$ cat config.mk
export PLATFORM = sky130hd
export DESIGN_NAME = lookup_cam
export DESIGN_NICKNAME = d
export VERILOG_FILES = /design/src/rtl/lcam_pkg.sv /design/src/rtl/cam_match.sv /design/src/rtl/cam_lru.sv /design/src/rtl/lookup_cam.sv
export SDC_FILE = /design/constraint.sdc
export NUM_CORES = 2
export LEC_CHECK = 0
export ABC_CLOCK_PERIOD_IN_PS = 4710
export BUFFER_PORTS_ARGS = -buffer_cell sky130_fd_sc_hd__buf_2
export CAP_MARGIN = 20
export CELL_PAD_IN_SITES_DETAIL_PLACEMENT = 0
export CELL_PAD_IN_SITES_GLOBAL_PLACEMENT = 2
export CORE_UTILIZATION = 44
export CTS_CLUSTER_DIAMETER = 30
export DETAILED_ROUTE_END_ITERATION = 16
export GPL_ROUTABILITY_DRIVEN = 0
export GPL_TIMING_DRIVEN = 0
export HOLD_SLACK_MARGIN = 0.1
export PLACE_DENSITY = 0.84
export SLEW_MARGIN = 20
export SYNTH_ARGS = -nofsm -noshare
export SYNTH_HDL_FRONTEND = slang
export SYNTH_SLANG_ARGS = --single-unit
$ cat constraint.sdc
create_clock -name clk_i -period 4.71 [get_ports clk_i]
set_input_delay 0 -clock clk_i [delete_from_list [all_inputs] [get_ports clk_i]]
set_output_delay 0 -clock clk_i [all_outputs]
set_load 0.02 [all_outputs]
$ cat src/rtl/lcam_pkg.sv
package lcam_pkg;
  typedef enum logic [1:0] {
    CMD_IDLE   = 2'd0,
    CMD_CLEAR  = 2'd1,
    CMD_WRITE  = 2'd2,
    CMD_LOOKUP = 2'd3
  } cam_cmd_e;
endpackage

$ cat src/rtl/cam_match.sv
module cam_match #(
  parameter int N     = 16,
  parameter int TAG_W = 32,
  parameter int IDX_W = $clog2(N)
) (
  input  logic [TAG_W-1:0] tag_i [N],
  input  logic [N-1:0]     valid_i,
  input  logic [TAG_W-1:0] key_i,
  output logic             hit_o,
  output logic [IDX_W-1:0] idx_o
);
  logic [N-1:0] match;

  for (genvar g = 0; g < N; g++) begin : g_cmp
    assign match[g] = valid_i[g] && (tag_i[g] == key_i);
  end

  // descending scan: the lowest match is written last
  always_comb begin
    hit_o = 1'b0;
    idx_o = '0;
    for (int k = N - 1; k >= 0; k--) begin
      if (match[k]) begin
        hit_o = 1'b1;
        idx_o = IDX_W'(k);
      end
    end
  end
endmodule

$ cat src/rtl/cam_lru.sv
module cam_lru #(
  parameter int N     = 16,
  parameter int IDX_W = $clog2(N)
) (
  input  logic             clk_i,
  input  logic             rst_ni,
  input  logic             clr_i,
  input  logic             touch_i,
  input  logic [IDX_W-1:0] touch_idx_i,
  output logic [IDX_W-1:0] victim_o
);
  // order_q[0] = least recent, order_q[N-1] = most recent
  logic [IDX_W-1:0] order_q [N];
  logic [IDX_W-1:0] order_d [N];
  logic [IDX_W-1:0] pos;

  always_comb begin
    pos = '0;
    for (int k = 0; k < N; k++) begin
      if (order_q[k] == touch_idx_i) pos = IDX_W'(k);
    end
  end

  for (genvar g = 0; g < N - 1; g++) begin : g_shift
    assign order_d[g] = (IDX_W'(g) >= pos) ? order_q[g+1] : order_q[g];
  end
  assign order_d[N-1] = touch_idx_i;

  always_ff @(posedge clk_i or negedge rst_ni) begin
    if (!rst_ni) begin
      for (int k = 0; k < N; k++) order_q[k] <= IDX_W'(k);
    end else if (clr_i) begin
      for (int k = 0; k < N; k++) order_q[k] <= IDX_W'(k);
    end else if (touch_i) begin
      for (int k = 0; k < N; k++) order_q[k] <= order_d[k];
    end
  end

  assign victim_o = order_q[0];
endmodule

$ cat src/rtl/lookup_cam.sv
module lookup_cam
  import lcam_pkg::*;
#(
  parameter int N       = 16,
  parameter int TAG_W   = 32,
  parameter int STATE_W = 4,
  localparam int IDX_W  = $clog2(N)
) (
  input  logic               clk_i,
  input  logic               rst_ni,
  input  logic               lkp_valid_i,
  input  logic [TAG_W-1:0]   lkp_key_i,
  input  logic               wr_valid_i,
  input  logic [IDX_W-1:0]   wr_idx_i,
  input  logic [TAG_W-1:0]   wr_tag_i,
  input  logic [STATE_W-1:0] wr_state_i,
  input  logic               clr_i,
  output logic               res_valid_o,
  output logic               res_hit_o,
  output logic [IDX_W-1:0]   res_idx_o,
  output logic [STATE_W-1:0] res_state_o
);
  logic [TAG_W-1:0]   tag_q   [N];
  logic [STATE_W-1:0] state_q [N];
  logic [N-1:0]       valid_q;

  cam_cmd_e         cmd;
  logic             m_hit;
  logic [IDX_W-1:0] m_idx;
  logic [IDX_W-1:0] victim;
  logic             touch;
  logic [IDX_W-1:0] touch_idx;

  always_comb begin
    if (clr_i)            cmd = CMD_CLEAR;
    else if (wr_valid_i)  cmd = CMD_WRITE;
    else if (lkp_valid_i) cmd = CMD_LOOKUP;
    else                  cmd = CMD_IDLE;
  end

  cam_match #(.N(N), .TAG_W(TAG_W), .IDX_W(IDX_W)) u_match (
    .tag_i   (tag_q),
    .valid_i (valid_q),
    .key_i   (lkp_key_i),
    .hit_o   (m_hit),
    .idx_o   (m_idx)
  );

  assign touch     = (cmd == CMD_WRITE) || ((cmd == CMD_LOOKUP) && m_hit);
  assign touch_idx = (cmd == CMD_WRITE) ? wr_idx_i : m_idx;

  cam_lru #(.N(N), .IDX_W(IDX_W)) u_lru (
    .clk_i       (clk_i),
    .rst_ni      (rst_ni),
    .clr_i       (cmd == CMD_CLEAR),
    .touch_i     (touch),
    .touch_idx_i (touch_idx),
    .victim_o    (victim)
  );

  always_ff @(posedge clk_i or negedge rst_ni) begin
    if (!rst_ni) begin
      valid_q <= '0;
      for (int k = 0; k < N; k++) begin
        tag_q[k]   <= '0;
        state_q[k] <= '0;
      end
    end else if (cmd == CMD_CLEAR) begin
      valid_q <= '0;
    end else if (cmd == CMD_WRITE) begin
      valid_q[wr_idx_i] <= 1'b1;
      tag_q[wr_idx_i]   <= wr_tag_i;
      state_q[wr_idx_i] <= wr_state_i;
    end
  end

  always_ff @(posedge clk_i or negedge rst_ni) begin
    if (!rst_ni) begin
      res_valid_o <= 1'b0;
      res_hit_o   <= 1'b0;
      res_idx_o   <= '0;
      res_state_o <= '0;
    end else begin
      res_valid_o <= (cmd == CMD_LOOKUP);
      if (cmd == CMD_LOOKUP) begin
        res_hit_o   <= m_hit;
        res_idx_o   <= m_hit ? m_idx : victim;
        res_state_o <= m_hit ? state_q[m_idx] : '0;
      end
    end
  end
endmodule

==> results.json <==
{
  "required_ns": 5.29,
  "async_reset_ff_share_pct": 100,
  "start_util_pct": 44.7,
  "p_per_area_mw_per_mm2": 523,
  "row_count": 102,
  "end_kind": "flop",
  "vias_per_cell": 5.92,
  "drv_cap": 0,
  "finalSetupViolCount": 14,
  "p_leak_uw": 0.0199,
  "hpwl_um": 84000,
  "p_clk_share_pct": 51.6,
  "cp_slowest_cell": "or4_4",
  "timing.final.crit_period_ns": 4.83,
  "synth-main-ff-cell": "dfrtp_1",
  "syn-num-nets": 2974,
  "worstPathMaxFanout": 5,
  "slew_headroom_pct": 14.5,
  "drtPass1Iterations": 8,
  "layout-drive-gt1-share_pct": 36.6,
  "synth_cell_types": 95,
  "switching_share_pct": 28.1,
  "grt_start_max_net_pins": 104,
  "drt-total-wl_um": 129000,
  "cp_slowest_stage_delay_ns": 0.53,
  "fin_util_pct": 57.0,
  "setup_slack_ns": -0.123,
  "yosysTopAreaCell": "dfrtp_1",
  "path_cells": "xor2_4 > nor4_4 > nand4_1 > or4_4 > nor4b_4 > a2111oi_4 > nor2_4 > buf_12 > xnor2_4 > nor4_4 > o22ai_2 > a221oi_2 > a22oi_2 > nor2_2 > a2bb2oi_4 > mux2_1",
  "synth_cells": 2894,
  "area_growth_pct": 27.5,
  "ir_drop_mv": 0.439,
  "cts_tree": "yes",
  "worst_setup_path_start_kind": "flop",
  "cp_num_buf_inv": 1,
  "tightest_slew_ns": 1.28,
  "drcViolationCount": 0,
  "ys_seq_area_share_pct": 48.0,
  "cts.clk_slew.worst_paths_ns": 0.05,
  "fin_skew_ns": 0.0534,
  "drt-initial-drc-count": 2221,
  "antenna_left": 0,
  "internal-power_uw": 16700,
  "cts.sinks": 666,
  "wl_per_cell_um": 29.4,
  "fin_nets": 3299,
  "root_buffer": "clkbuf_16",
  "net-switching-power_uw": 6520,
  "hold_viol_final": 0,
  "hold_slack_ns": 0.140,
  "yosys-top-cells-area": "dfrtp_1 (46%), mux2_2 (19%), xor2_1 (9.5%)",
  "violations": "negative setup slack",
  "fmax_mhz": 207,
  "synth_edf_count": 0,
  "synth_warnings": 0,
  "min_period_over_period_pct": 103,
  "dp_slack_ns": -1.22,
  "clk_path_buf_depth": 3,
  "dieArea_mm2": 0.0802,
  "p_seq_share_pct": 32.1,
  "gr-total-overflow": 0,
  "core-area_mm2": 0.0778,
  "critical_path_class": "reg -> reg",
  "rsz0062_at_grt": "true",
  "path_delay_family": "simple AND/OR/NAND/NOR gates",
  "boundaryPins": 87,
  "syn_area_mm2": 0.0348,
  "antenna_found_initial": 5,
  "critical_path_arrival_ns": 5.41,
  "outcome": "finished with violations",
  "min_path_type": "in -> reg",
  "track_usage_pct": 32.0,
  "p_comb_share_pct": 16.3,
  "die_w_um": 283,
  "yosys.area.top_type_share_pct": 45.6,
  "numPortBuffers": 53,
  "syn_area_per_cell_um2": 12.0,
  "die_h_um": 283,
  "clk_latency_ns": 0.75,
  "crit_path_frequent_cell": "nor4_4",
  "cts-buffers-inserted": 160,
  "grt_pass1_wl_um": 186000,
  "setup_tns_ns": -0.696,
  "via_count": 26000,
  "rrSetupSlack_ns": -0.12,
  "first_global_vias": 26900,
  "synth.ff_latch_count": 666,
  "finalMaxSlewViolations": 0,
  "htreeDepth": 4
}
## tightest hold or removal path: stages
cell,delay [ns]
dlygate4sd3_1,0.52
buf_2,0.17
mux2_2,0.16
## cells in the final DEF, fill, tap and decap left out, types with 13 or more instances in the layout
master         netlist  final
o21ai_0             49     47
inv_1               43     43
clkinv_2             0     26
mux2_2             581    581
nand2_1            108    106
xor2_1             377    374
nor4_4               2     15
nand4b_1            24     24
clkbuf_1           109    104
buf_2               11     64
clkbuf_8             0     27
clkbuf_16            0    162
bufinv_16            0     28
nand4_1             64     64
dfstp_2             32     32
mux2i_1             38     38
o211ai_1            14     14
clkbuf_2             0     20
nand2b_1            22     21
nor4_1             147    124
nor3_1              43     38
dlygate4sd3_1        0     55
dfrtp_1            634    633
a21oi_1             38     35
buf_6               31     33
nor4_2               3     13
clkinvlp_4           0     16
nor2b_1             17     16
nor2_1              90     78
buf_4               27     67
xnor2_1            167    156
nand3_1             34     32
## synthesized netlist by cell type (4+ instances only)
| cell | count |
|---|---|
| buf_2 | 11 |
| mux2_1 | 4 |
| nand3_1 | 34 |
| nor2b_1 | 17 |
| o2111ai_1 | 4 |
| o22ai_1 | 8 |
| nor4b_1 | 13 |
| dfstp_2 | 32 |
| a211oi_1 | 12 |
| o21ai_0 | 49 |
| a21oi_1 | 38 |
| or4_1 | 14 |
| a31oi_1 | 7 |
| and3b_1 | 4 |
| mux2_2 | 581 |
| buf_4 | 27 |
| buf_6 | 31 |
| nand2_1 | 108 |
| clkbuf_1 | 109 |
| xnor2_1 | 167 |
| inv_1 | 43 |
| mux2i_1 | 38 |
| a22o_1 | 4 |
| a21o_1 | 4 |
| nand3b_1 | 4 |
| xor2_1 | 377 |
| o22a_1 | 4 |
| o32ai_1 | 4 |
| dfrtp_1 | 634 |
| and4_1 | 6 |
| nand4b_1 | 24 |
| nand4_1 | 64 |
| o31ai_1 | 9 |
| nor2_1 | 90 |
| nand2b_1 | 22 |
| o211ai_1 | 14 |
| nor4_1 | 147 |
| and2_1 | 6 |
| buf_1 | 4 |
| nor3_1 | 43 |
## stage by stage
step | total power (uW) | instance area (um^2) | instances
floorplan | 9690 | 34800 | 2894
global placement | 10700 | 36400 | 3987
detailed placement | 10800 | 36600 | 3999
CTS | 23000 | 43900 | 4374
global route | 24000 | 44300 | 4393
finish | 23200 | 44300 | 4395
## power by group through the flow
stage               clock network [uW]  registers, uW  logic [uW]
global route                     12400           7540        4040
finish                           12000           7440        3780
detailed placement                   0           7470        3370
global placement                     0           7430        3280
CTS                              12000           7410        3600
floorplan                            0           7280        2410
## final timing paths
check | startpoint | endpoint | cells after the start
worst max-delay path | tag_q[31] | u_lru.order_q[36] | 16
worst min-delay path | wr_state_i[3] | state_q[11] | 3
worst max register to register | tag_q[31] | u_lru.order_q[36] | 16
worst min register to register | state_q[10] | state_q[10] | 1
max in group asynchronous | rst_ni | tag_q[110] | 5
min in group asynchronous | rst_ni | tag_q[173] | 4
## layer usage
layer	part of all wire (%)	track usage, %	vias up	wire length (um)
met3	7.2	6.57	370	9330
met2	46	50.7	1186	59900
met4	5.9	18.6	0	7650
met1	40	40.6	13500	52100
met5	0	0	-	0
li1	-	-	11000	-
## flip-flops by register name (all words and copies together) (netlist names)
signal and flops:
res_state_o 4, state_q 64, res_hit_o 1, res_idx_o 4, res_valid_o 1, u_lru.victim_o 4, valid_q 16, tag_q 512
u_lru.order_q 60
## layout make-up
type / instances / area, um^2
fillers: 6464 / 33500
multi-input cells: 2002 / 17700
flip-flops and latches: 666 / 16700
clock buffers: 203 / 4440
clock inverters: 93 / 1490
repair buffers: 163 / 1440
well taps: 1040 / 1300
plain buffers: 183 / 1110
inverters: 43 / 161
diodes: 2 / 5.00
## cells by family after synthesis
group	share of synthesized area, %
compound gates	4.29
xor+xnor	13.7
fa+ha+maj	0.108
buf+inv	3.47
flops	48.0
mux	20.1
simple gates	10.3
## what timing repair did
action / CTS / global route
endpoints found under the setup margin: 60 / 106
hold buffers: 56 / 0
buffers inserted: 23 / 17
resized for setup: 95 / 58
cloned: 0 / 2
pin swaps: 35 / 29
hold endpoints to repair: 657 / 0
(Power assumes the default switching activity.)
